--- src/rtl/tern_pkg.sv ---
package tern_pkg;
  typedef logic [1:0] trit_t;

  localparam trit_t TRIT_ZERO = 2'b00;
  localparam trit_t TRIT_ONE  = 2'b01;
  localparam trit_t TRIT_TWO  = 2'b10;
  localparam trit_t TRIT_BAD  = 2'b11;

  function automatic logic trit_below(input trit_t lhs, input trit_t rhs);
    return lhs < rhs;
  endfunction
endpackage

--- src/rtl/tern_cswap.sv ---
module tern_cswap
  import tern_pkg::*;
(
  input  trit_t ctl_a,
  input  trit_t ctl_b,
  input  trit_t dat_c,
  input  trit_t dat_d,
  output trit_t thru_a,
  output trit_t thru_b,
  output trit_t out_r,
  output trit_t out_s
);
  logic straight;

  assign straight = trit_below(ctl_a, ctl_b);
  assign thru_a   = ctl_a;
  assign thru_b   = ctl_b;
  assign out_r    = straight ? dat_c : dat_d;
  assign out_s    = straight ? dat_d : dat_c;
endmodule

--- src/rtl/tern_minmax_cell.sv ---
module tern_minmax_cell
  import tern_pkg::*;
(
  input  trit_t x,
  input  trit_t y,
  output trit_t lo,
  output trit_t hi
);
  trit_t x_copy, y_copy, sel_tag;
  trit_t unused_s1, unused_p2, unused_q2;

  // First swap: the copies of x and y go on, and sel_tag is 2 when x < y, else 0.
  tern_cswap u_sel (
    .ctl_a (x),       .ctl_b (y),
    .dat_c (TRIT_TWO), .dat_d (TRIT_ZERO),
    .thru_a(x_copy),  .thru_b(y_copy),
    .out_r (sel_tag), .out_s (unused_s1)
  );

  // Second swap: sel_tag < 1 means x >= y, so x goes out on hi.
  tern_cswap u_route (
    .ctl_a (sel_tag),   .ctl_b (TRIT_ONE),
    .dat_c (x_copy),    .dat_d (y_copy),
    .thru_a(unused_p2), .thru_b(unused_q2),
    .out_r (hi),        .out_s (lo)
  );

  always_comb a_r2_cell_order: assert (lo <= hi);
endmodule

--- src/rtl/tern_sort_tri.sv ---
module tern_sort_tri
  import tern_pkg::*;
#(
  parameter int N = 4
) (
  input  trit_t vals   [N],
  output trit_t sorted [N]
);
  // Stage k holds the first k+1 inputs in ascending order.
  for (genvar k = 0; k < N; k++) begin : stg
    trit_t srt [k+1];
    if (k == 0) begin : seed
      assign srt[0] = vals[0];
    end else begin : ins
      trit_t car [k];
      for (genvar j = 0; j < k; j++) begin : cel
        trit_t a_in;
        if (j == k - 1) begin : top_in
          assign a_in = vals[k];
        end else begin : chain_in
          assign a_in = car[j+1];
        end
        tern_minmax_cell u_cell (
          .x (a_in),
          .y (stg[k-1].srt[j]),
          .lo(car[j]),
          .hi(srt[j+1])
        );
      end
      assign srt[0] = car[0];
    end
  end

  for (genvar i = 0; i < N; i++) begin : outs
    assign sorted[i] = stg[N-1].srt[i];
  end
endmodule

--- src/rtl/tern_order_stat.sv ---
module tern_order_stat
  import tern_pkg::*;
#(
  parameter int N       = 4,
  parameter bit REG_OUT = 1'b1
) (
  input  logic           clk,
  input  logic           rst,
  input  logic [2*N-1:0] din,
  output logic [2*N-1:0] dout,
  output logic           bad_seen
);
  localparam int W = 2 * N;

  trit_t          clean  [N];
  trit_t          sorted [N];
  logic [N-1:0]   bad;
  logic           any_bad;
  logic [W-1:0]   result;
  logic           flag_q;

  for (genvar i = 0; i < N; i++) begin : san
    assign bad[i]   = (din[2*i +: 2] == TRIT_BAD);
    assign clean[i] = bad[i] ? TRIT_ZERO : trit_t'(din[2*i +: 2]);
    assign result[2*i +: 2] = any_bad ? TRIT_ZERO : sorted[i];
  end
  assign any_bad = |bad;

  tern_sort_tri #(.N(N)) u_net (
    .vals  (clean),
    .sorted(sorted)
  );

  if (REG_OUT) begin : g_reg
    logic [W-1:0] dout_q;
    always_ff @(posedge clk) begin
      if (rst) dout_q <= '0;
      else     dout_q <= result;
    end
    assign dout = dout_q;
  end else begin : g_comb
    assign dout = result;
  end

  always_ff @(posedge clk) begin
    if (rst)          flag_q <= 1'b0;
    else if (any_bad) flag_q <= 1'b1;
  end
  assign bad_seen = flag_q;

  // Observation wires for the checks, derived straight from the ports.
  function automatic trit_t vec_min(input logic [W-1:0] v);
    trit_t m = TRIT_TWO;
    for (int i = 0; i < N; i++) if (v[2*i +: 2] < m) m = v[2*i +: 2];
    return m;
  endfunction

  function automatic trit_t vec_max(input logic [W-1:0] v);
    trit_t m = TRIT_ZERO;
    for (int i = 0; i < N; i++) if (v[2*i +: 2] > m) m = v[2*i +: 2];
    return m;
  endfunction

  function automatic logic vec_ordered(input logic [W-1:0] v);
    logic ok = 1'b1;
    for (int i = 1; i < N; i++) if (v[2*i +: 2] < v[2*(i-1) +: 2]) ok = 1'b0;
    return ok;
  endfunction

  trit_t in_min, in_max;
  logic  out_ordered;
  assign in_min      = vec_min(din);
  assign in_max      = vec_max(din);
  assign out_ordered = vec_ordered(dout);

  a_r2_ordered: assert property (@(posedge clk) disable iff (rst) out_ordered);
  a_r6_sticky:  assert property (@(posedge clk) disable iff (rst) bad_seen |=> bad_seen);
  a_r6_set:     assert property (@(posedge clk) disable iff (rst) any_bad |=> bad_seen);

  if (REG_OUT) begin : g_chk
    a_r4_reset_clear: assert property (@(posedge clk) rst |=> (dout == '0 && !bad_seen));
    a_r5_zeroed:  assert property (@(posedge clk) disable iff (rst) any_bad |=> (dout == '0));
    a_r3_min:     assert property (@(posedge clk) disable iff (rst)
                    !any_bad |=> (dout[1:0] == $past(in_min)));
    a_r3_max:     assert property (@(posedge clk) disable iff (rst)
                    !any_bad |=> (dout[W-1 -: 2] == $past(in_max)));
  end
endmodule

--- config.mk ---
export PLATFORM = sky130hd
export DESIGN_NAME = tern_order_stat
export DESIGN_NICKNAME = d
export VERILOG_FILES = /design/src/rtl/tern_pkg.sv /design/src/rtl/tern_cswap.sv /design/src/rtl/tern_minmax_cell.sv /design/src/rtl/tern_sort_tri.sv /design/src/rtl/tern_order_stat.sv
export SDC_FILE = /design/constraint.sdc
export NUM_CORES = 1
export LEC_CHECK = 0
export BUFFER_PORTS_ARGS = -buffer_cell sky130_fd_sc_hd__buf_2
export CAP_MARGIN = 40
export CORE_MARGIN = 2
export CORE_UTILIZATION = 56
export DETAILED_ROUTE_END_ITERATION = 8
export PLACE_DENSITY = 0.88
export SKIP_LAST_GASP = 1
export SYNTH_ARGS = -nofsm -noshare
export SYNTH_HDL_FRONTEND = slang
export SYNTH_SLANG_ARGS = --single-unit
export TNS_END_PERCENT = 30
--- constraint.sdc ---
create_clock -name clk -period 7.1 [get_ports clk]
set_input_delay 1.42 -clock clk [delete_from_list [all_inputs] [get_ports clk]]
set_output_delay 1.42 -clock clk [all_outputs]
set_load 0.1 [all_outputs]
=== Word level (Yosys, flattened, before mapping) ===
Index checks and enable logic that the tools add are counted.

* Input port bits: 10
* Output and inout bits: 9
* Register bits after elaboration: 9

* Eq/ne operators: 4
* Muxes and demuxes: 22
* Order comparisons: 12
* Reduce and logical (&&, ||, !) cells: 2

{| class="wikitable"
|+ Operators by type and width
! operator !! count
|-
| 2-bit 2-to-1 mux || 22
|-
| 2-bit by 1-bit less-than comparator with 1-bit output, second input constant || 6
|-
| 2-bit less-than comparator || 6
|-
| 2-bit equality test, second input constant || 4
|-
| 5-bit OR reduction || 1
|-
| 4-bit OR reduction || 1
|}

=== Depth between registers and ports, before layout ===
* Depth in word-level cells: 22
* Mapped depth: 14

=== Modules after synthesis ===
From an unflattened synthesis, not the netlist that was laid out.

* Cells, all modules: 196
* Area, all modules: 1863.0 µm²

{| class="wikitable"
|+ By module, submodules not included
! module !! area each (µm²) !! times used !! cells an instance
|-
| tern_cswap || 121.4 || 12 || 12
|-
| tern_order_stat || 361.6 || 1 || 40
|-
| tern_minmax_cell || 7.5 || 6 || 2
|}

=== Worst setup path after synthesis ===
No wires, ideal clock.

* Path kind: input to register
* Start point: in din[2]
* End point: reg g_reg.dout_q[0] (netlist: dout[0])
* Arrival: 3249 ps
* Stages: 13
* Data required time: 6997 ps
* Path slack: 3747 ps
* Buffers on the path: 0
* Cell sequence: and2b_1 > inv_1 > ha_1 > inv_1 > ha_1 > inv_1 > ha_1 > inv_1 > ha_1 > inv_1 > ha_1 > nand2b_1 > a2111oi_2

* Word-level cells in the longest chain between the ends: 22
* Elaborated cells on any way between the ends: 30

{| class="wikitable"
|+ RTL lines
! what !! RTL line !! text
|-
| from (decl) || tern_order_stat.sv:9 || <nowiki>input logic [2*N-1:0] din,</nowiki>
|-
| 2-bit equality test || tern_order_stat.sv:23 || <nowiki>assign bad[i] = (din[2*i +: 2] == TRIT_BAD);</nowiki>
|-
| 2-bit 2-to-1 mux || tern_order_stat.sv:24 || <nowiki>assign clean[i] = bad[i] ? TRIT_ZERO : trit_t'(din[2*i +: 2]);</nowiki>
|-
| 2-bit less-than comparator || tern_pkg.sv:10 || <nowiki>return lhs < rhs;</nowiki>
|-
| 2-bit 2-to-1 mux || tern_cswap.sv:18 || <nowiki>assign out_r = straight ? dat_c : dat_d;</nowiki>
|-
| 2-bit by 1-bit less-than comparator with 1-bit output || tern_pkg.sv:10 ||
|-
| 2-bit 2-to-1 mux || tern_cswap.sv:18 ||
|-
| 2-bit less-than comparator || tern_pkg.sv:10 ||
|-
| 2-bit 2-to-1 mux || tern_cswap.sv:18 ||
|-
| (+6 left out) || -- ||
|-
| 2-bit less-than comparator || tern_pkg.sv:10 ||
|-
| 2-bit 2-to-1 mux || tern_cswap.sv:18 ||
|-
| 2-bit by 1-bit less-than comparator with 1-bit output || tern_pkg.sv:10 ||
|-
| 2-bit 2-to-1 mux || tern_cswap.sv:19 || <nowiki>assign out_s = straight ? dat_d : dat_c;</nowiki>
|-
| 2-bit less-than comparator || tern_pkg.sv:10 ||
|-
| 2-bit 2-to-1 mux || tern_cswap.sv:18 ||
|-
| 2-bit by 1-bit less-than comparator with 1-bit output || tern_pkg.sv:10 ||
|-
| 2-bit 2-to-1 mux || tern_cswap.sv:19 ||
|-
| to (signal assigned) || tern_order_stat.sv:38 || <nowiki>else dout_q <= result;</nowiki>
|-
| to (decl) || tern_order_stat.sv:35 || <nowiki>logic [W-1:0] dout_q;</nowiki>
|}

Several ways; a longest one is shown, not always the timed one.
A chain may end at the register's enable or synchronous reset.

=== Final worst setup path ===
Ends and elaborated chain as after synthesis.

==> results.py <==
metrics = {
    "job": {
        "maxCapViolCount": 0,
    },
    "route": {
        "drcViolationCount": 0,
        "iteration_count_of_the_initial_detailed_routing_pass": 4,
        "antenna_left": 0,
        "routed_via_density": 5.115,
        "drc_violation_total_after_the_first_tritonroute_iteration": 8,
        "num_vias": 665,
        "routed_wirelength_mm": 1.301,
        "drt-wirelength-per-cell_um": 10.01,
    },
    "clocking": {
        "cts_buffer_depth": 2,
        "numCtsBuffers": 3,
        "tritoncts": "built",
        "clkSinkCount": 9,
        "postCtsSetupRepairBufs": 0,
        "holdBufCountCts": 0,
        "clock_latency_ps": 250,
        "ctsHtreeMaxLevel": 1,
        "cts-root-buf": "sky130_fd_sc_hd__clkbuf_4",
        "postCtsResizedCells": 0,
        "path_clk_slew_ps": 50,
    },
    "sta": {
        "final.setup.worst_slack_ps": 3701,
        "finalHoldViolCount": 0,
        "layout_min_cycle_time_ps": 3399,
        "final_max_slew_viol_count": 0,
        "final.period_utilization_pct": 47.87,
        "final_setup_tns_ps": 0,
        "setup_viol": 0,
        "timing.fmax_mhz": 294.2,
        "worstMarginPinSlew_ps": 485.8,
        "clock_skew_ps": 0,
        "slew_headroom_pct": 67.83,
        "rsz0062_at_grt": "false",
    },
    "synthesis": {
        "ys.flop_type": "sky130_fd_sc_hd__dfxtp_1",
        "seq_area_frac_synth_pct": 22.26,
        "synth-async-reset-ratio_pct": 0,
        "yosysUniqueCellTypes": 30,
        "synthDominantAreaCellType": "sky130_fd_sc_hd__ha_1",
        "synth_seq_cells": 9,
        "post_synth.cell_area_avg_um2": 8.705,
        "syn-num-nets": 121,
        "synth-edff-count": 0,
        "synth_area_leaders": "sky130_fd_sc_hd__ha_1 28%, sky130_fd_sc_hd__dfxtp_1 22%, sky130_fd_sc_hd__inv_1 7.0%",
        "synth_top_cell_area_share_pct": 27.82,
        "syn-cell-area_um2": 809.5,
        "syn-instance-count": 93,
        "synthesis_warnings": 0,
    },
    "power": {
        "share_clk_of_total_power_pct": 25.5,
        "net-switching-power_mw": 0.05135,
        "sequentialPowerShare_pct": 37.1,
        "peakVddDrop_uv": 55.93,
        "report.power.total_mw": 0.1429,
        "power.leakage_nw": 0.4887,
        "power.share.switching_pct": 35.93,
        "p_int_mw": 0.09155,
        "power.combinational.fraction_pct": 37.4,
        "power.density_cell_area_mw_per_mm2": 151.3,
    },
    "die": {
        "core-area_mm2": 0.001334,
        "initial_util_pct": 60.69,
        "io_pins": 19,
        "die-area_mm2": 0.001766,
        "rows": 13,
        "die_width_um": 42.02,
        "die_h_um": 42.02,
    },
    "cells_and_area": {
        "flow.area_growth_from_synthesis_pct": 16.69,
        "finalCoreUtilization_pct": 70.83,
        "layout-drive-gt1-share_pct": 26.09,
        "fin_nets": 144,
        "antenna-diode-count": 0,
    },
    "global_routing": {
        "grt_first_pass_wirelength_mm": 2.256,
        "number_of_global_route_vias_before_repair": 581,
        "grt_max_degree": 11,
        "global_route_usage_over_all_layers_pct": 16.47,
        "grt-ovfl-total": 0,
        "antenna_found_initial": 0,
    },
    "critical_path": {
        "timing.critical_path.to_type": "register",
        "path_cells": "buf_2, and2b_1, inv_1, ha_1, inv_1, ha_1, inv_1, ha_1, inv_1, ha_1, inv_1, ha_1, nand2b_1, a2111oi_2",
        "crit_slowest_cell": "sky130_fd_sc_hd__a2111oi_2",
        "critical_path_peak_fanout": 3,
        "worstPathArrival_ps": 3540,
        "required_ps": 7240,
        "worst-setup-path-type": "primary input to register",
        "cp_slowest_stage_delay_ps": 320,
        "critical_path.top_delay_family": "adder cells",
        "critical_path.startpoint_type": "primary input",
        "cp_num_buf_inv": 6,
    },
    "min_path": {
        "worstHoldPathType": "register to register",
    },
    "place": {
        "place.detailed.hpwl_mm": 1.135,
        "dp_slack_ps": 3400,
        "io_buffers": 18,
        "gp_congestion": 0.7709,
    },
    "outcome": {
        "outcome": "complete, no violations",
    },
}
[area by class of cell]
| type | instances | area (um^2) |
|---|---|---|
| sequential | 9 | 180.2 |
| inverter | 15 | 56.30 |
| clock buffer | 4 | 26.28 |
| fill | 118 | 389.1 |
| tap | 15 | 18.77 |
| timing repair buffer | 18 | 90.09 |
| multi-input combinational | 69 | 573.1 |
[final timing paths]
| kind | cells past startpoint | startpoint | slack (ps) | endpoint |
|---|---|---|---|---|
| max | 14 | din[2] | 3700 | dout[0] |
| min | 2 | bad_seen | 450 | bad_seen |
| max reg2reg | 2 | bad_seen | 6560 | bad_seen |
| min reg2reg | 2 | bad_seen | 450 | bad_seen |
[power groups by stage]
stage                     clock network [mW]  logic, mW  registers (mW)
final                                 0.0365     0.0535          0.0530
after detailed placement                   0     0.0534          0.0541
after floorplan                            0     0.0280          0.0687
after global routing                  0.0390     0.0589          0.0531
after global placement                     0     0.0517          0.0540
after CTS                             0.0383     0.0535          0.0530
[layout by cell type (no fill, tap or decap), drive strengths merged]
| master | instances |
|---|---|
| ha | 18 |
| o31ai | 1 |
| or2 | 1 |
| nand2 | 1 |
| and2 | 1 |
| a22oi | 3 |
| nor4 | 1 |
| nand2b | 7 |
| a2111oi | 1 |
| inv | 15 |
| nor2b | 6 |
| a21oi | 3 |
| buf | 18 |
| o32ai | 2 |
| a31oi | 1 |
| o21bai | 1 |
| o22ai | 1 |
| nand3b | 2 |
| nor2 | 10 |
| o21ai | 3 |
| nor3 | 2 |
| and2b | 1 |
| clkbuf | 4 |
| nor4b | 1 |
| dfxtp | 9 |
| a211oi | 2 |
[flip-flops by register name (all words and copies together), names as in the netlist]
signal,count
dout,8
bad_seen,1
[routing by layer]
layer  vias to the layer above  share of wire, %  wire, um  GRT usage [%]
met5                         -                 0         0              0
met2                        13                52       674          30.94
met1                       295                44       570          17.85
met4                         0              0.77        10          9.375
met3                         2               3.5        46          1.293
li1                        355                 -         -              -
[synth_stat cells, types with 2 or more instances]
master                      n
sky130_fd_sc_hd__nor2b_1    2
sky130_fd_sc_hd__a21oi_1    3
sky130_fd_sc_hd__inv_1     15
sky130_fd_sc_hd__ha_1      18
sky130_fd_sc_hd__a22oi_1    2
sky130_fd_sc_hd__nor2b_4    2
sky130_fd_sc_hd__nor3_1     2
sky130_fd_sc_hd__a211oi_1   2
sky130_fd_sc_hd__nand2b_1   6
sky130_fd_sc_hd__o21ai_0    2
sky130_fd_sc_hd__nor2_1    10
sky130_fd_sc_hd__o32ai_1    2
sky130_fd_sc_hd__nor2b_2    2
sky130_fd_sc_hd__dfxtp_1    9
[stage by stage]
| step | hold WS (ps) | cell area [um^2] | std cells |
|---|---|---|---|
| 3_3_place_gp | 438.4 | 918.4 | 126 |
| 4_1_cts | 455.2 | 944.7 | 130 |
| 3_5_place_dp | 446.5 | 918.4 | 126 |
| 5_1_grt | 491.6 | 944.7 | 130 |
| 2_1_floorplan | 879.0 | 809.5 | 93 |
| 6_report | 453.4 | 944.7 | 130 |
[worst reg2reg max path, delay by kind of cell (launching register included)]
kind / cells / cell delay (ps)
AOI/OAI and AO/OA: 1 / 110
DFF: 1 / 320
buffers and inverters: 1 / 40
[cells by family after synthesis]
logic type / Yosys count / share of synthesized area (%)
AOI/OAI and AO/OA: 18 / 16.38
buffers and inverters: 15 / 6.955
adders and majority gates: 18 / 27.82
DFF: 9 / 22.26
and+or+nand+nor: 33 / 26.59
Note: power is estimated with default switching activity, not from simulation.
